`config.mk`:
```
export PLATFORM = sky130hd
export DESIGN_NAME = sinc3_decimator
export DESIGN_NICKNAME = d
export VERILOG_FILES = /design/src/rtl/sinc3_pkg.sv /design/src/rtl/sinc3_integrator.sv /design/src/rtl/sinc3_comb.sv /design/src/rtl/sinc3_ctrl.sv /design/src/rtl/sinc3_decimator.sv
export SDC_FILE = /design/constraint.sdc
export NUM_CORES = 1
export LEC_CHECK = 0
export CAP_MARGIN = 20
export CORE_MARGIN = 5
export CORE_UTILIZATION = 25
export CTS_BUF_LIST = sky130_fd_sc_hd__clkbuf_8 sky130_fd_sc_hd__clkbuf_16
export DETAILED_ROUTE_END_ITERATION = 6
export PLACE_DENSITY = 0.46
export SLEW_MARGIN = 20
export SYNTH_ARGS = -nofsm -noshare
export SYNTH_HDL_FRONTEND = slang
export SYNTH_HIERARCHICAL = 1
export SYNTH_SLANG_ARGS = --single-unit
```
`constraint.sdc`:
```
create_clock -name clk -period 18.1 [get_ports clk]
set_input_delay 5.43 -clock clk [delete_from_list [all_inputs] [get_ports clk]]
set_output_delay 5.43 -clock clk [all_outputs]
set_load 0.01 [all_outputs]
```
`src/rtl/sinc3_pkg.sv`:
```
package sinc3_pkg;

    localparam int ORDER = 3;

    typedef enum logic [1:0] {
        S_WAIT1,
        S_WAIT2,
        S_WAIT3,
        S_LIVE
    } settle_state_e;

endpackage

```
`src/rtl/sinc3_integrator.sv`:
```
module sinc3_integrator #(
    parameter int W      = 29,
    parameter int STAGES = 3
) (
    input  logic                clk,
    input  logic                rst_n,
    input  logic                clr,
    input  logic                en,
    input  logic                bit_i,
    output logic signed [W-1:0] last_o
);

    logic signed [W-1:0] acc_q [STAGES];
    logic signed [W-1:0] sum_d [STAGES];
    logic signed [W-1:0] step;

    // map the modulator bit onto +1 / -1
    always_comb begin
        step = bit_i ? W'(1) : {W{1'b1}};
    end

    // each stage adds the freshly updated value of the stage before it
    always_comb begin
        sum_d[0] = acc_q[0] + step;
        for (int s = 1; s < STAGES; s++) begin
            sum_d[s] = acc_q[s] + sum_d[s-1];
        end
    end

    generate
        for (genvar g = 0; g < STAGES; g++) begin : g_stage
            always_ff @(posedge clk) begin
                if (!rst_n || clr) begin
                    acc_q[g] <= '0;
                end else if (en) begin
                    acc_q[g] <= sum_d[g];
                end
            end
        end
    endgenerate

    assign last_o = sum_d[STAGES-1];

    // idle cycles leave the last running sum untouched
    a_r8_integrator_hold: assert property (@(posedge clk) disable iff (!rst_n)
        (!en && !clr) |=> $stable(acc_q[STAGES-1]));

    // a clear empties the first running sum
    a_r5_integrator_clear: assert property (@(posedge clk) disable iff (!rst_n)
        clr |=> (acc_q[0] == '0));

endmodule

```
`src/rtl/sinc3_comb.sv`:
```
module sinc3_comb #(
    parameter int W      = 29,
    parameter int STAGES = 3
) (
    input  logic                clk,
    input  logic                rst_n,
    input  logic                clr,
    input  logic                load,
    input  logic signed [W-1:0] i3_in,
    input  logic                emit,
    output logic signed [W-1:0] res_o
);

    logic signed [W-1:0] samp_q;
    logic signed [W-1:0] dly_q  [STAGES];
    logic signed [W-1:0] diff_d [STAGES];

    // differencing chain over the decimated samples
    always_comb begin
        diff_d[0] = samp_q - dly_q[0];
        for (int s = 1; s < STAGES; s++) begin
            diff_d[s] = diff_d[s-1] - dly_q[s];
        end
    end

    always_ff @(posedge clk) begin
        if (!rst_n || clr) begin
            samp_q <= '0;
        end else if (load) begin
            samp_q <= i3_in;
        end
    end

    always_ff @(posedge clk) begin
        if (!rst_n || clr) begin
            dly_q[0] <= '0;
        end else if (emit) begin
            dly_q[0] <= samp_q;
        end
    end

    generate
        for (genvar g = 1; g < STAGES; g++) begin : g_delay
            always_ff @(posedge clk) begin
                if (!rst_n || clr) begin
                    dly_q[g] <= '0;
                end else if (emit) begin
                    dly_q[g] <= diff_d[g-1];
                end
            end
        end
    endgenerate

    assign res_o = diff_d[STAGES-1];

    // the decimated sample only moves at a decimation point
    a_r3_sample_hold: assert property (@(posedge clk) disable iff (!rst_n)
        (!load && !clr) |=> $stable(samp_q));

    // the delays are emptied by a restart
    a_r5_comb_clear: assert property (@(posedge clk) disable iff (!rst_n)
        clr |=> (dly_q[STAGES-1] == '0));

endmodule

```
`src/rtl/sinc3_ctrl.sv`:
```
module sinc3_ctrl
    import sinc3_pkg::*;
#(
    parameter int RATIO0 = 512,
    parameter int RATIO1 = 512
) (
    input  logic clk,
    input  logic rst_n,
    input  logic sample_en,
    input  logic rate_sel,
    input  logic fsync,
    output logic accept_o,
    output logic restart_o,
    output logic tick_o,
    output logic emit_o,
    output logic drdy_o,
    output logic dvalid_o
);

    localparam int RMAX  = (RATIO0 > RATIO1) ? RATIO0 : RATIO1;
    localparam int CNT_W = $clog2(RMAX);

    logic [CNT_W-1:0] cnt_q;
    logic [CNT_W-1:0] limit;
    logic             rs_q;
    logic             go_q;
    settle_state_e    state_q;
    settle_state_e    state_d;

    always_comb begin
        limit     = rate_sel ? CNT_W'(RATIO1 - 1) : CNT_W'(RATIO0 - 1);
        restart_o = fsync || (rate_sel != rs_q);
        accept_o  = sample_en && !restart_o;
        tick_o    = accept_o && (cnt_q == limit);
        emit_o    = go_q && !restart_o;
    end

    // decimation counter and rate-select history
    always_ff @(posedge clk) begin
        if (!rst_n) begin
            cnt_q <= '0;
            rs_q  <= 1'b0;
            go_q  <= 1'b0;
        end else begin
            rs_q <= rate_sel;
            go_q <= tick_o;
            if (restart_o || tick_o) begin
                cnt_q <= '0;
            end else if (accept_o) begin
                cnt_q <= cnt_q + 1'b1;
            end
        end
    end

    // state register
    always_ff @(posedge clk) begin
        if (!rst_n) begin
            state_q <= S_WAIT1;
        end else begin
            state_q <= state_d;
        end
    end

    // next-state logic
    always_comb begin
        state_d = state_q;
        if (restart_o) begin
            state_d = S_WAIT1;
        end else if (go_q) begin
            unique case (state_q)
                S_WAIT1: state_d = S_WAIT2;
                S_WAIT2: state_d = S_WAIT3;
                S_WAIT3: state_d = S_LIVE;
                S_LIVE:  state_d = S_LIVE;
            endcase
        end
    end

    // outputs
    always_ff @(posedge clk) begin
        if (!rst_n) begin
            drdy_o   <= 1'b0;
            dvalid_o <= 1'b0;
        end else begin
            drdy_o <= emit_o;
            if (restart_o) begin
                dvalid_o <= 1'b0;
            end else if (go_q) begin
                unique case (state_q)
                    S_WAIT1, S_WAIT2: dvalid_o <= 1'b0;
                    S_WAIT3, S_LIVE:  dvalid_o <= 1'b1;
                endcase
            end
        end
    end

    // ready lasts a single cycle
    a_r4_drdy_single: assert property (@(posedge clk) disable iff (!rst_n)
        drdy_o |=> !drdy_o);

    // a surviving decimation point yields ready on the next edge
    a_r4_emit_to_drdy: assert property (@(posedge clk) disable iff (!rst_n)
        emit_o |=> drdy_o);

    // sync drops the valid flag
    a_r6_sync_drops_valid: assert property (@(posedge clk) disable iff (!rst_n)
        fsync |=> !dvalid_o);

    // valid can only rise together with a new word
    a_r6_valid_rises_with_word: assert property (@(posedge clk) disable iff (!rst_n)
        $rose(dvalid_o) |-> drdy_o);

    // sync zeroes the count and cancels a pending word
    a_r5_sync_clears_count: assert property (@(posedge clk) disable iff (!rst_n)
        fsync |=> (cnt_q == '0 && !go_q));

    // idle cycles do not advance the count
    a_r8_count_stall: assert property (@(posedge clk) disable iff (!rst_n)
        (!sample_en && !restart_o) |=> $stable(cnt_q));

endmodule

```
`src/rtl/sinc3_decimator.sv`:
```
module sinc3_decimator
    import sinc3_pkg::*;
#(
    parameter int RATIO0 = 512,
    parameter int RATIO1 = 512,
    parameter int OUT_W  = 16
) (
    input  logic             clk,
    input  logic             rst_n,
    input  logic             sample_en,
    input  logic             mod_bit,
    input  logic             rate_sel,
    input  logic             fsync,
    output logic [OUT_W-1:0] dout,
    output logic             drdy,
    output logic             dvalid
);

    localparam int RMAX = (RATIO0 > RATIO1) ? RATIO0 : RATIO1;
    localparam int LOG2 = $clog2(RMAX);
    localparam int W    = ORDER * LOG2 + 2;
    localparam int SH0  = ORDER * $clog2(RATIO0) - (OUT_W - 1);
    localparam int SH1  = ORDER * $clog2(RATIO1) - (OUT_W - 1);

    logic                accept;
    logic                restart;
    logic                tick;
    logic                emit;
    logic signed [W-1:0] i3_next;
    logic signed [W-1:0] result;
    logic signed [W-1:0] scaled;
    logic [OUT_W-1:0]    dout_q;

    function automatic logic [OUT_W-1:0] sat_word(input logic signed [W-1:0] v);
        logic signed [W-1:0] hi_lim;
        logic signed [W-1:0] lo_lim;
        hi_lim = W'((64'sd1 <<< (OUT_W - 1)) - 64'sd1);
        lo_lim = -hi_lim - W'(1);
        if (v > hi_lim) begin
            return {1'b0, {(OUT_W-1){1'b1}}};
        end else if (v < lo_lim) begin
            return {1'b1, {(OUT_W-1){1'b0}}};
        end else begin
            return v[OUT_W-1:0];
        end
    endfunction

    sinc3_ctrl #(
        .RATIO0 (RATIO0),
        .RATIO1 (RATIO1)
    ) u_ctrl (
        .clk       (clk),
        .rst_n     (rst_n),
        .sample_en (sample_en),
        .rate_sel  (rate_sel),
        .fsync     (fsync),
        .accept_o  (accept),
        .restart_o (restart),
        .tick_o    (tick),
        .emit_o    (emit),
        .drdy_o    (drdy),
        .dvalid_o  (dvalid)
    );

    sinc3_integrator #(
        .W      (W),
        .STAGES (ORDER)
    ) u_integ (
        .clk    (clk),
        .rst_n  (rst_n),
        .clr    (restart),
        .en     (accept),
        .bit_i  (mod_bit),
        .last_o (i3_next)
    );

    sinc3_comb #(
        .W      (W),
        .STAGES (ORDER)
    ) u_comb (
        .clk   (clk),
        .rst_n (rst_n),
        .clr   (restart),
        .load  (tick),
        .i3_in (i3_next),
        .emit  (emit),
        .res_o (result)
    );

    always_comb begin
        scaled = rate_sel ? (result >>> SH1) : (result >>> SH0);
    end

    always_ff @(posedge clk) begin
        if (!rst_n) begin
            dout_q <= '0;
        end else if (emit) begin
            dout_q <= sat_word(scaled);
        end
    end

    assign dout = dout_q;

    // the word changes only together with the ready strobe
    a_r4_dout_only_on_drdy: assert property (@(posedge clk) disable iff (!rst_n)
        !drdy |-> $stable(dout));

    // nothing is flagged ready while reset is held
    a_r1_reset_quiet: assert property (@(posedge clk)
        !rst_n |=> (!drdy && !dvalid && dout == '0));

endmodule

```
After elaboration in Yosys (flattened, before gate mapping)

Memory sizes are Yosys's and may differ from the RTL's.
Cells that the tools add are included.

$add $sub $neg: 7
$lt $le $gt $ge: 2
Eq/ne operators: 5
Muxes and demuxes: 19
Bitwise logic cells: 7
Reductions and logical operators: 13

Operators with widths:

| operator                                                        | number |
|---|---|
| 2-to-1 mux 29 bit                                               | 7 |
| adder 29 bit                                                    | 3 |
| subtractor 29 bit                                               | 3 |
| 2-to-1 mux 16 bit                                               | 2 |
| greater-than comparator 17 x 16 -> 1 bit, second input constant | 1 |
| less-than comparator 17 x 16 -> 1 bit, second input constant    | 1 |
| adder 9 x 1 -> 9 bit, second input constant                     | 1 |
| equality test 9 bit, second input constant                      | 1 |
| 2-to-1 mux 1 bit                                                | 8 |
| OR reduction 2 bit                                              | 4 |
| OR 1 bit                                                        | 6 |
| one-hot mux 2 bit (3 select lines)                              | 1 |
| equality test 2 bit, second input constant                      | 2 |
| logical AND 1 bit                                               | 3 |
| logical OR 1 bit                                                | 3 |
| equality test 2 x 1 -> 1 bit, second input constant             | 1 |
| zero test 1 bit                                                 | 2 |
| zero test 2 bit                                                 | 1 |
| one-hot mux 1 bit (2 select lines)                              | 1 |
| != test 1 bit                                                   | 1 |
| NOT 1 bit                                                       | 1 |

Register bits: 60
Memory bits (writable): 174
Input bits: 6
Output and inout port bits: 18
Logic and storage cells: 63
Memories kept: 2

Memories:

| name          | words | width | rd ports | clocked after memory_dff | wr ports | RTL line               | text |
|---|---|---|---|---|---|---|---|
| u_comb.dly_q  | 3     | 29    | 3        | 0                        | 3        | sinc3_comb.sv:15       | `logic signed [W-1:0] dly_q [STAGES];` |
| u_integ.acc_q | 3     | 29    | 3        | 0                        | 3        | sinc3_integrator.sv:13 | `logic signed [W-1:0] acc_q [STAGES];` |

Logic depth before layout (Yosys ltp)

Gate-level depths: netlist of the first run.

Word-level depth: 8
Gate-level depth with buffers: 34
Mapped depth without buffers: 31

Hierarchy

Netlist of the first run, hierarchy kept.

By module, submodules not included:

| module           | instances | cells each | area an instance (um2) | sequential area each (um2) |
|---|---|---|---|---|
| sinc3_comb       | 1         | 934        | 8683.3                 | 3193.1 |
| sinc3_integrator | 1         | 835        | 7875.1                 | 2612.5 |
| sinc3_ctrl       | 1         | 83         | 760.7                  | 300.3 |
| sinc3_decimator  | 1         | 72         | 641.9                  | 320.3 |

Worst setup path after synthesis of the first run

OpenSTA, ideal clock, no wires.

Path kind: in2reg
Start: input port mod_bit
End: register u_comb.samp_q[28]
Library setup time: 0.127 ns
Arrival time: 11.112 ns
Required time: 17.973 ns
Path slack: 6.861 ns
Cell stages on the path: 29
Buffers on the path: 1
Cell sequence: inv_1 ha_1 nor2_1 a211o_1 a211oi_1 o21ai_0 and2_1 o21bai_1 xor2_1 ha_1 a21oi_1 and2b_1 o21ai_1 a31o_4 a211o_1 o211a_1 or4b_4 nand3_1 ha_1 a21o_1 a21oi_1 and2_1 o2111a_1 or3_1 nand3_1 xnor2_1 buf_4 mux2i_1 nor2_1

RTL lines:

| item                 | RTL line              | text |
|---|---|---|
| from (decl)          | sinc3_decimator.sv:11 | `input logic mod_bit,` |
| to (signal assigned) | sinc3_comb.sv:30      | `samp_q <= i3_in;` |
| to (decl)            | sinc3_comb.sv:14      | `logic signed [W-1:0] samp_q;` |

==> run_results.csv, run 1 <==
group,metric,value,unit
final_layout,design_area,19760,sq um
floorplanning,dieWidth,276.1,um
sta,fin_crit_sh,0.6592,
critical_path,crit_family,"compound AO/OA/AOI/OAI gates",
critical_path,r2r_end,"dout[10]$_SDFFE_PN0P_",
clock_tree,cts.path.max_buffers,3,
final_layout,area_growth,11.61,%
place,dpl_cell_area,18620,sq um
flow_run,maxCapViolCount,0,
sta,fmax,0.08382,GHz
clock_tree,insertion_delay,0.53,ns
status,outcome,"finished clean",
critical_path,crit_top_cell,"ha_1",
drt,firstDrtPassIters,5,
critical_path,crit_buf_inv,2,
drt,routed_wl,41120,um
drt,wl_per_cell,14.55,um
sta,timing.final.ws_setup,6.169,ns
drt,wl_met3,1244,um
clock_tree,hold_buffers,0,
sta,fin_skew,0.01454,ns
clock_tree,cts_inserted_buffers,34,
final_layout,finish.utilization,0.2817,
global_routing,grt_usage,0.1043,
sta,final_max_slew_viol_count,0,
critical_path,reg2reg_depth,30,
hold_path,min_path_type,"register to register",
critical_path,slowest_delay,0.55,ns
sta,relSlewSlack,0.3432,
synthesis,synth_area,17700,sq um
critical_path,cp-start-kind,"input port",
place,dp_hpwl,29560,um
critical_path,endpoint_kind,"register",
drt,vias,13340,
floorplanning,coreArea,70150,sq um
place,place_congestion,0.8346,
place,post-place-ws,5.420,ns
clock_tree,htree_levels,2,
hold_path,min_to,"u_ctrl/cnt_q[7]$_SDFFE_PP0P_",
floorplanning,pin_count,24,
synthesis,yosysWarnings,6,
sta,hold_slack,0.4839,ns
drt,viasPerCell,4.719,
power_and_ir_drop,p_per_area,99.33,nW/um^2
hold_path,min_from,"u_ctrl/cnt_q[7]$_SDFFE_PP0P_",
clock_tree,post_cts_buffers,0,
hold_path,min_path_cells,2,
synthesis,avgSynthCellArea,9.392,sq um
global_routing,gr-total-overflow,0,
floorplanning,start_util,0.2524,
drt,ant_nets,0,
synthesis,syn_nets,2068,
drt,drt_iter0_markers,733,
global_routing,grt_first_pass_wirelength,67310,um
power_and_ir_drop,leakagePower,0.008290,uW
floorplanning,rows,97,
drt,highest_layer,"met4",
global_routing,antenna_found_initial,0,
sta,setup_viol,0,
sta,rsz0062_at_grt,"false",
clock_tree,cts_tree,"built",
critical_path,crit_slowest_cell,"clkdlybuf4s50_1",
critical_path,path_max_fanout,9,
clock_tree,post_cts_resized,0,
clock_tree,clock-root-buffer,"clkbuf_16",
place,numPortBuffers,23,
critical_path,cp.arrival,12.34,ns
sta,setup_tns,0,ns
final_layout,nNetsFinal,2042,
clock_tree,cts.clk_slew.worst_paths,0.06,ns
sta,min_period,11.93,ns
final_layout,drive_gt1_frac,0.05729,
critical_path,r2r-start,"u_comb/samp_q[0]$_SDFFE_PP0P_",
floorplanning,die-area,76240,sq um
clock_tree,cts_sinks,234,
global_routing,grt_max_degree,71,
drt,dr_wl_met2,18870,um
global_routing,first_global_vias,13020,
sta,final_hold_viol_count,0,
drt,drc_errors,0,
critical_path,rrSetupSlack,10.58,ns
drt,met1_length,19990,um
floorplanning,dieHeight,276.1,um
power_and_ir_drop,ir_drop,0.05080,mV
critical_path,criticalPathCategory,"input port to register",
sta,worst_pin_slew,0.9852,ns
final_layout,fill_cells,7507,
synthesis,synth_cells,1885,
critical_path,crit_required,18.51,ns
[tightest hold or removal path, cell delays in order, from the launching register on]
cell	delay, ns
dfxtp_1	0.31
nand4_1	0.06
mux2i_1	0.06
[power by group]
group          internal, uW  switching, uW  total, uW  leakage [uW]
logic                   283            426        709       0.00518
registers               596           6.80        602       0.00252
clock network           396            255        651      0.000589
[placed cells by master, fill, tap and decap left out, types with 43 or more instances in the layout]
| cell type | n |
|---|---|
| nand2_1 | 87 |
| and2_1 | 124 |
| a21oi_1 | 128 |
| nand3_1 | 44 |
| xor2_1 | 43 |
| o21ai_0 | 72 |
| edfxtp_1 | 174 |
| mux2i_1 | 44 |
| a21o_1 | 75 |
| dfxtp_1 | 60 |
| ha_1 | 171 |
| and3_1 | 47 |
| nor2_1 | 131 |
| xnor2_1 | 89 |
| inv_1 | 145 |
[metrics by stage]
stage,total power (uW),std cells
after floorplan,1261,1885
after global placement,1321,2762
after detailed placement,1323,2762
after CTS,1999,2824
after global routing,2106,2825
final,1963,2826
[registers in the layout, summed over array words and instances (netlist names)]
register / count
u_ctrl/cnt_q: 9
u_comb/dly_q: 87
dout: 16
u_ctrl/drdy_o: 1
u_ctrl/rs_q: 1
u_comb/samp_q: 29
u_ctrl/dvalid_o: 1
u_integ/acc_q: 87
u_ctrl/state_q: 2
u_ctrl/go_q: 1
[per-layer routing]
metal	vias up	track usage
li1	6714	-
met4	0	0.03189
met3	52	0.01510
met2	162	0.1740
met5	-	0
met1	6409	0.1404
[layout make-up]
class	count	area [sq um]	share of cell area
Clock buffer	44	1022	0.05173
Multi-Input combinational cell	1417	10200	0.5162
Sequential cell	234	6426	0.3252
Clock inverter	18	85.08	0.004306
Inverter	139	521.8	0.02640
Antenna cell	1	2.502	0.0001266
Tap cell	940	1176	0.05952
Timing Repair Buffer	33	325.3	0.01646
[worst max-delay path by stage]
stage                       start                        endpoint  slack [ns]  depth (start not counted)
after global routing      mod_bit  u_comb/samp_q[27]$_SDFFE_PP0P_        5.58                         29
after floorplan           mod_bit  u_comb/samp_q[28]$_SDFFE_PP0P_        6.86                         29
after detailed placement  mod_bit  u_comb/samp_q[27]$_SDFFE_PP0P_        5.42                         31
after CTS                 mod_bit  u_comb/samp_q[27]$_SDFFE_PP0P_        5.97                         31
after global placement    mod_bit  u_comb/samp_q[28]$_SDFFE_PP0P_        5.58                         29
final                     mod_bit  u_comb/samp_q[27]$_SDFFE_PP0P_        6.17                         29
(Power assumes the default switching activity.)
==> run 2: changes to the inputs <==
clock period = 11.15 ns   (was 18.1 ns; I/O delays follow)
==> run_results.csv, run 2 (same netlist as run 1, synthesis figures left out) <==
group,metric,value,unit
final_layout,diodes,0,
critical_path,rrSetupSlack,3.67,ns
global_routing,grt_usage,0.1026,
clock_tree,post_cts_buffers,0,
global_routing,grt_max_degree,71,
sta,setup_viol,0,
place,place_congestion,0.8215,
clock_tree,post_cts_resized,0,
sta,fmax,0.1039,GHz
hold_path,min_path_cells,2,
critical_path,criticalPathCategory,"input port to register",
critical_path,path_max_fanout,23,
final_layout,nNetsFinal,2042,
floorplanning,pin_count,24,
drt,drt_iter0_markers,639,
critical_path,r2r_end,"dout[1]$_SDFFE_PN0P_",
clock_tree,cts_sinks,234,
drt,viasPerCell,4.714,
global_routing,first_global_vias,12980,
floorplanning,dieWidth,276.1,um
critical_path,crit_required,11.56,ns
drt,ant_nets,0,
critical_path,crit_slowest_cell,"clkdlybuf4s50_1",
floorplanning,dieHeight,276.1,um
critical_path,cp-start-kind,"input port",
clock_tree,hold_buffers,0,
final_layout,layout_common_cells,"174 x edfxtp_1, 171 x ha_1, 144 x inv_1",
critical_path,crit_top_cell,"ha_1",
final_layout,top_regs,"u_comb/dly_q x87, u_integ/acc_q x87, u_comb/samp_q x29",
clock_tree,htree_levels,2,
clock_tree,clock-root-buffer,"clkbuf_16",
floorplanning,die-area,76240,sq um
critical_path,cp.arrival,10.04,ns
flow_run,maxCapViolCount,0,
final_layout,area_growth,11.66,%
final_layout,drive_gt1_frac,0.05626,
drt,vias,13310,
final_layout,design_area,19770,sq um
status,outcome,"finished clean",
hold_path,min_to,"u_ctrl/cnt_q[8]$_SDFFE_PP0P_",
place,dpl_cell_area,18620,sq um
sta,fin_skew,0.02765,ns
hold_path,min_from,"u_ctrl/cnt_q[8]$_SDFFE_PP0P_",
final_layout,fill_cells,7470,
sta,final_max_slew_viol_count,0,
place,dp_hpwl,29500,um
clock_tree,cts.path.max_buffers,3,
global_routing,grt_first_pass_wirelength,66520,um
power_and_ir_drop,p_per_area,162.8,nW/um^2
drt,firstDrtPassIters,5,
drt,drc_errors,0,
critical_path,reg2reg_depth,30,
clock_tree,cts_inserted_buffers,34,
sta,setup_tns,0,ns
sta,min_period,9.625,ns
floorplanning,coreArea,70150,sq um
global_routing,antenna_found_initial,1,
critical_path,endpoint_kind,"register",
clock_tree,cts_tree,"built",
floorplanning,start_util,0.2524,
place,numPortBuffers,23,
drt,routed_wl,40700,um
sta,rsz0062_at_grt,"false",
clock_tree,insertion_delay,0.53,ns
critical_path,r2r-start,"u_comb/samp_q[0]$_SDFFE_PP0P_",
final_layout,layout_commonest_cell,"edfxtp_1",
global_routing,gr-total-overflow,0,
floorplanning,rows,97,
clock_tree,cts.clk_slew.worst_paths,0.06,ns
power_and_ir_drop,ir_drop,0.08234,mV
sta,final_hold_viol_count,0,
sta,fin_crit_sh,0.8633,
critical_path,slowest_delay,0.55,ns
hold_path,min_path_type,"register to register",
power_and_ir_drop,leakagePower,0.008278,uW
drt,wl_per_cell,14.41,um
sta,relSlewSlack,0.3382,
sta,worst_pin_slew,0.9927,ns
run 2: power breakdown:
part	total, uW	switching [uW]	internal, uW
Sequential	978	10.8	967
Combinational	1160	697	459
Clock	1080	412	673
Total	3220	1120	2100
run 2: critical path: cells and delay by family:
kind / cells / cell delay (ns)
compound gates: 12 / 2.55
simple gates: 9 / 1.83
buf+inv: 3 / 0.95
fa+ha+maj: 3 / 0.90
xor+xnor: 2 / 0.33
mux: 1 / 0.13
run 2: worst max path at each step:
stage | from | endpoint | slack, ns | cells past startpoint
finish | mod_bit | u_comb/samp_q[28]$_SDFFE_PP0P_ | 1.52 | 30
global route | mod_bit | u_comb/samp_q[27]$_SDFFE_PP0P_ | 0.94 | 30
CTS | mod_bit | u_comb/samp_q[28]$_SDFFE_PP0P_ | 1.49 | 30
detailed placement | mod_bit | u_comb/samp_q[28]$_SDFFE_PP0P_ | 0.92 | 30
global placement | mod_bit | u_comb/samp_q[28]$_SDFFE_PP0P_ | 1.06 | 30
floorplan | mod_bit | u_comb/samp_q[28]$_SDFFE_PP0P_ | 2.00 | 29
run 2: layout make-up:
cell class	count	area (sq um)	share of cell area
multi-input combinational	1417	10200	0.5160
sequential	234	6426	0.3251
tap	940	1176	0.05949
inverter	139	521.8	0.02639
clock inverter	16	102.6	0.005190
timing repair buffer	33	305.3	0.01544
clock buffer	45	1036	0.05240
run 2: per-stage QoR:
stage | total power [uW] | std cells | hold slack [ns] | setup slack (ns) | utilization
2_1_floorplan | 2047 | 1885 | 0.4574 | 1.996 | -
3_3_place_gp | 2145 | 2763 | 0.4737 | 1.062 | 0.2655
3_5_place_dp | 2151 | 2763 | 0.4895 | 0.9184 | 0.2655
4_1_cts | 3273 | 2824 | 0.4971 | 1.487 | 0.2817
5_1_grt | 3436 | 2824 | 0.5230 | 0.9449 | 0.2818
6_report | 3218 | 2824 | 0.4889 | 1.525 | 0.2818
run 2: metal layers:
| metal | global-route usage | vias up | part of all wire |
|---|---|---|---|
| met5 | 0 | - | 0 |
| met4 | 0.02984 | 0 | 0.021 |
| met3 | 0.01502 | 45 | 0.037 |
| met2 | 0.1696 | 228 | 0.46 |
| met1 | 0.1399 | 6328 | 0.49 |
| li1 | - | 6711 | - |
==> run 3: changes to the inputs <==
CORE_ASPECT_RATIO = 0.8   (was not set)
==> run_results.csv, run 3 (same netlist as run 1, synthesis figures left out) <==
group,metric,value,unit
clock_tree,cts.path.max_buffers,3,
critical_path,rrSetupSlack,3.72,ns
place,dp_cells,2757,
place,numPortBuffers,23,
final_layout,design_area,19560,sq um
final_layout,multi_input_area,10190,sq um
sta,worst_pin_slew,1.108,ns
global_routing,antenna_found_initial,0,
sta,setup_viol,0,
sta,fmax,0.1043,GHz
critical_path,critical_path_depth,32,
power_and_ir_drop,ir_drop,0.1107,mV
sta,final_hold_viol_count,0,
clock_tree,cts_sinks,234,
flow_run,maxCapViolCount,0,
drt,drt_iter0_markers,651,
final_layout,finish.utilization,0.2782,
floorplanning,dieHeight,248.0,um
global_routing,grt_max_degree,77,
critical_path,cp-start-kind,"input port",
clock_tree,htree_levels,1,
drt,firstDrtPassIters,4,
floorplanning,start_util,0.2518,
clock_tree,cts_inserted_buffers,30,
critical_path,endpoint_kind,"register",
place,place_congestion,0.8384,
sta,fin_skew,0.03883,ns
power_and_ir_drop,clockPowerShare,0.307,
critical_path,crit_top_cell,"a21oi_1",
floorplanning,coreArea,70320,sq um
drt,drc_errors,0,
sta,relSlewSlack,0.2591,
critical_path,endpoint,"u_comb/samp_q[27]$_SDFFE_PP0P_",
critical_path,crit_path_start,"mod_bit",
clock_tree,post_cts_resized,0,
final_layout,drive_gt1_frac,0.05162,
drt,viasPerCell,4.709,
power_and_ir_drop,swShare,0.3529,
critical_path,crit_required,11.61,ns
clock_tree,cts_tree,"built",
drt,wl_per_cell,14.25,um
floorplanning,die-area,76270,sq um
place,dpl_cell_area,18620,sq um
clock_tree,insertion_delay,0.59,ns
global_routing,gr-total-overflow,0,
final_layout,diodes,0,
final_layout,top_regs,"u_comb/dly_q x87, u_integ/acc_q x87, u_comb/samp_q x29",
power_and_ir_drop,p_seq_frac,0.322,
hold_path,min_path_cells,2,
power_and_ir_drop,leakagePower,0.008207,uW
sta,final_max_slew_viol_count,0,
sta,fin_crit_sh,0.8603,
final_layout,nNetsFinal,2038,
floorplanning,pin_count,24,
drt,routed_wl,40090,um
drt,ant_nets,0,
critical_path,path_max_fanout,22,
critical_path,r2r_end,"dout[1]$_SDFFE_PN0P_",
status,outcome,"finished clean",
floorplanning,rows,87,
clock_tree,post_cts_buffers,0,
floorplanning,dieWidth,307.5,um
critical_path,criticalPathCategory,"input port to register",
final_layout,stdcell_count,2813,
global_routing,grt_first_pass_wirelength,64810,um
critical_path,cp.arrival,10.05,ns
final_layout,layout_common_cells,"174 x edfxtp_1, 171 x ha_1, 148 x inv_1",
power_and_ir_drop,p_per_area,155.4,nW/um^2
critical_path,crit_family,"compound AO/OA/AOI/OAI gates",
sta,min_period,9.592,ns
power_and_ir_drop,p_comb_frac,0.371,
sta,timing.final.ws_setup,1.558,ns
final_layout,layout_commonest_cell,"edfxtp_1",
power_and_ir_drop,power.internal,1967,uW
clock_tree,cts.clk_slew.worst_paths,0.06,ns
final_layout,area_growth,10.49,%
critical_path,reg2reg_depth,30,
drt,vias,13250,
final_layout,regArea,6426,sq um
place,post-place-ws,0.9862,ns
place,dp_hpwl,28810,um
clock_tree,clock-root-buffer,"clkbuf_16",
global_routing,grt_usage,0.1007,
critical_path,crit_slowest_cell,"clkdlybuf4s50_1",
final_layout,fill_cells,7544,
sta,setup_tns,0,ns
hold_path,min_path_type,"register to register",
global_routing,first_global_vias,12610,
sta,rsz0062_at_grt,"false",
power_and_ir_drop,p_sw,1073,uW
critical_path,r2r-start,"u_comb/samp_q[0]$_SDFFE_PP0P_",
clock_tree,hold_buffers,0,
critical_path,crit_buf_inv,3,
critical_path,slowest_delay,0.49,ns
-- run 3: changes by cell type in the layout (fill, tap and decap cells not counted) --
cell	previous run	this run
clkbuf_16	37	30
xor2_2	1	0
inv_1	144	148
inv_6	1	0
clkinv_2	3	7
clkinvlp_4	2	0
xor2_1	43	44
clkinv_1	3	2
clkbuf_8	8	5
clkinv_8	0	1
-- run 3: per-stage QoR --
stage                     hold slack, ns  power, uW
after global placement            0.4698       2115
after CTS                         0.4930       3089
after global routing              0.5119       3252
final                             0.4906       3040
after floorplan                   0.4574       2047
after detailed placement          0.4767       2119
-- run 3: final cells by class --
type / instances / share of cell area
flip-flops and latches: 234 / 0.3285
multi-input cells: 1417 / 0.5211
clock buffers: 35 / 0.04190
repair buffers: 33 / 0.01561
clock inverters: 21 / 0.006460
well taps: 934 / 0.05974
inverters: 139 / 0.02667
-- run 3: routing by layer --
metal,GRT usage,wire (um),vias to the layer above
met3,0.01513,1354,38
met1,0.1445,20520,6334
met4,0.02086,775,0
met2,0.1620,17430,163
met5,0,0,-
li1,-,-,6712
-- run 3: power groups by stage --
stage	combinational [uW]	sequential (uW)	clock [uW]
floorplan	1050	993	0
global placement	1120	996	0
detailed placement	1120	996	0
CTS	1130	978	976
global route	1260	980	1010
finish	1130	978	934
-- run 3: worst min-delay path by stage --
stage	end	slack [ns]	start
2_1_floorplan	u_ctrl/cnt_q[7]$_SDFFE_PP0P_	0.46	u_ctrl/cnt_q[7]$_SDFFE_PP0P_
3_3_place_gp	u_ctrl/cnt_q[7]$_SDFFE_PP0P_	0.47	u_ctrl/cnt_q[7]$_SDFFE_PP0P_
3_5_place_dp	u_ctrl/cnt_q[7]$_SDFFE_PP0P_	0.48	u_ctrl/cnt_q[7]$_SDFFE_PP0P_
4_1_cts	u_ctrl/cnt_q[7]$_SDFFE_PP0P_	0.49	u_ctrl/cnt_q[7]$_SDFFE_PP0P_
5_1_grt	u_ctrl/cnt_q[7]$_SDFFE_PP0P_	0.51	u_ctrl/cnt_q[7]$_SDFFE_PP0P_
6_report	u_ctrl/cnt_q[7]$_SDFFE_PP0P_	0.49	u_ctrl/cnt_q[7]$_SDFFE_PP0P_
-- run 3: worst min-delay path, stage by stage, from the launching register on --
cell     delay (ns)
dfxtp_1        0.32
nand4_1        0.07
mux2i_1        0.06
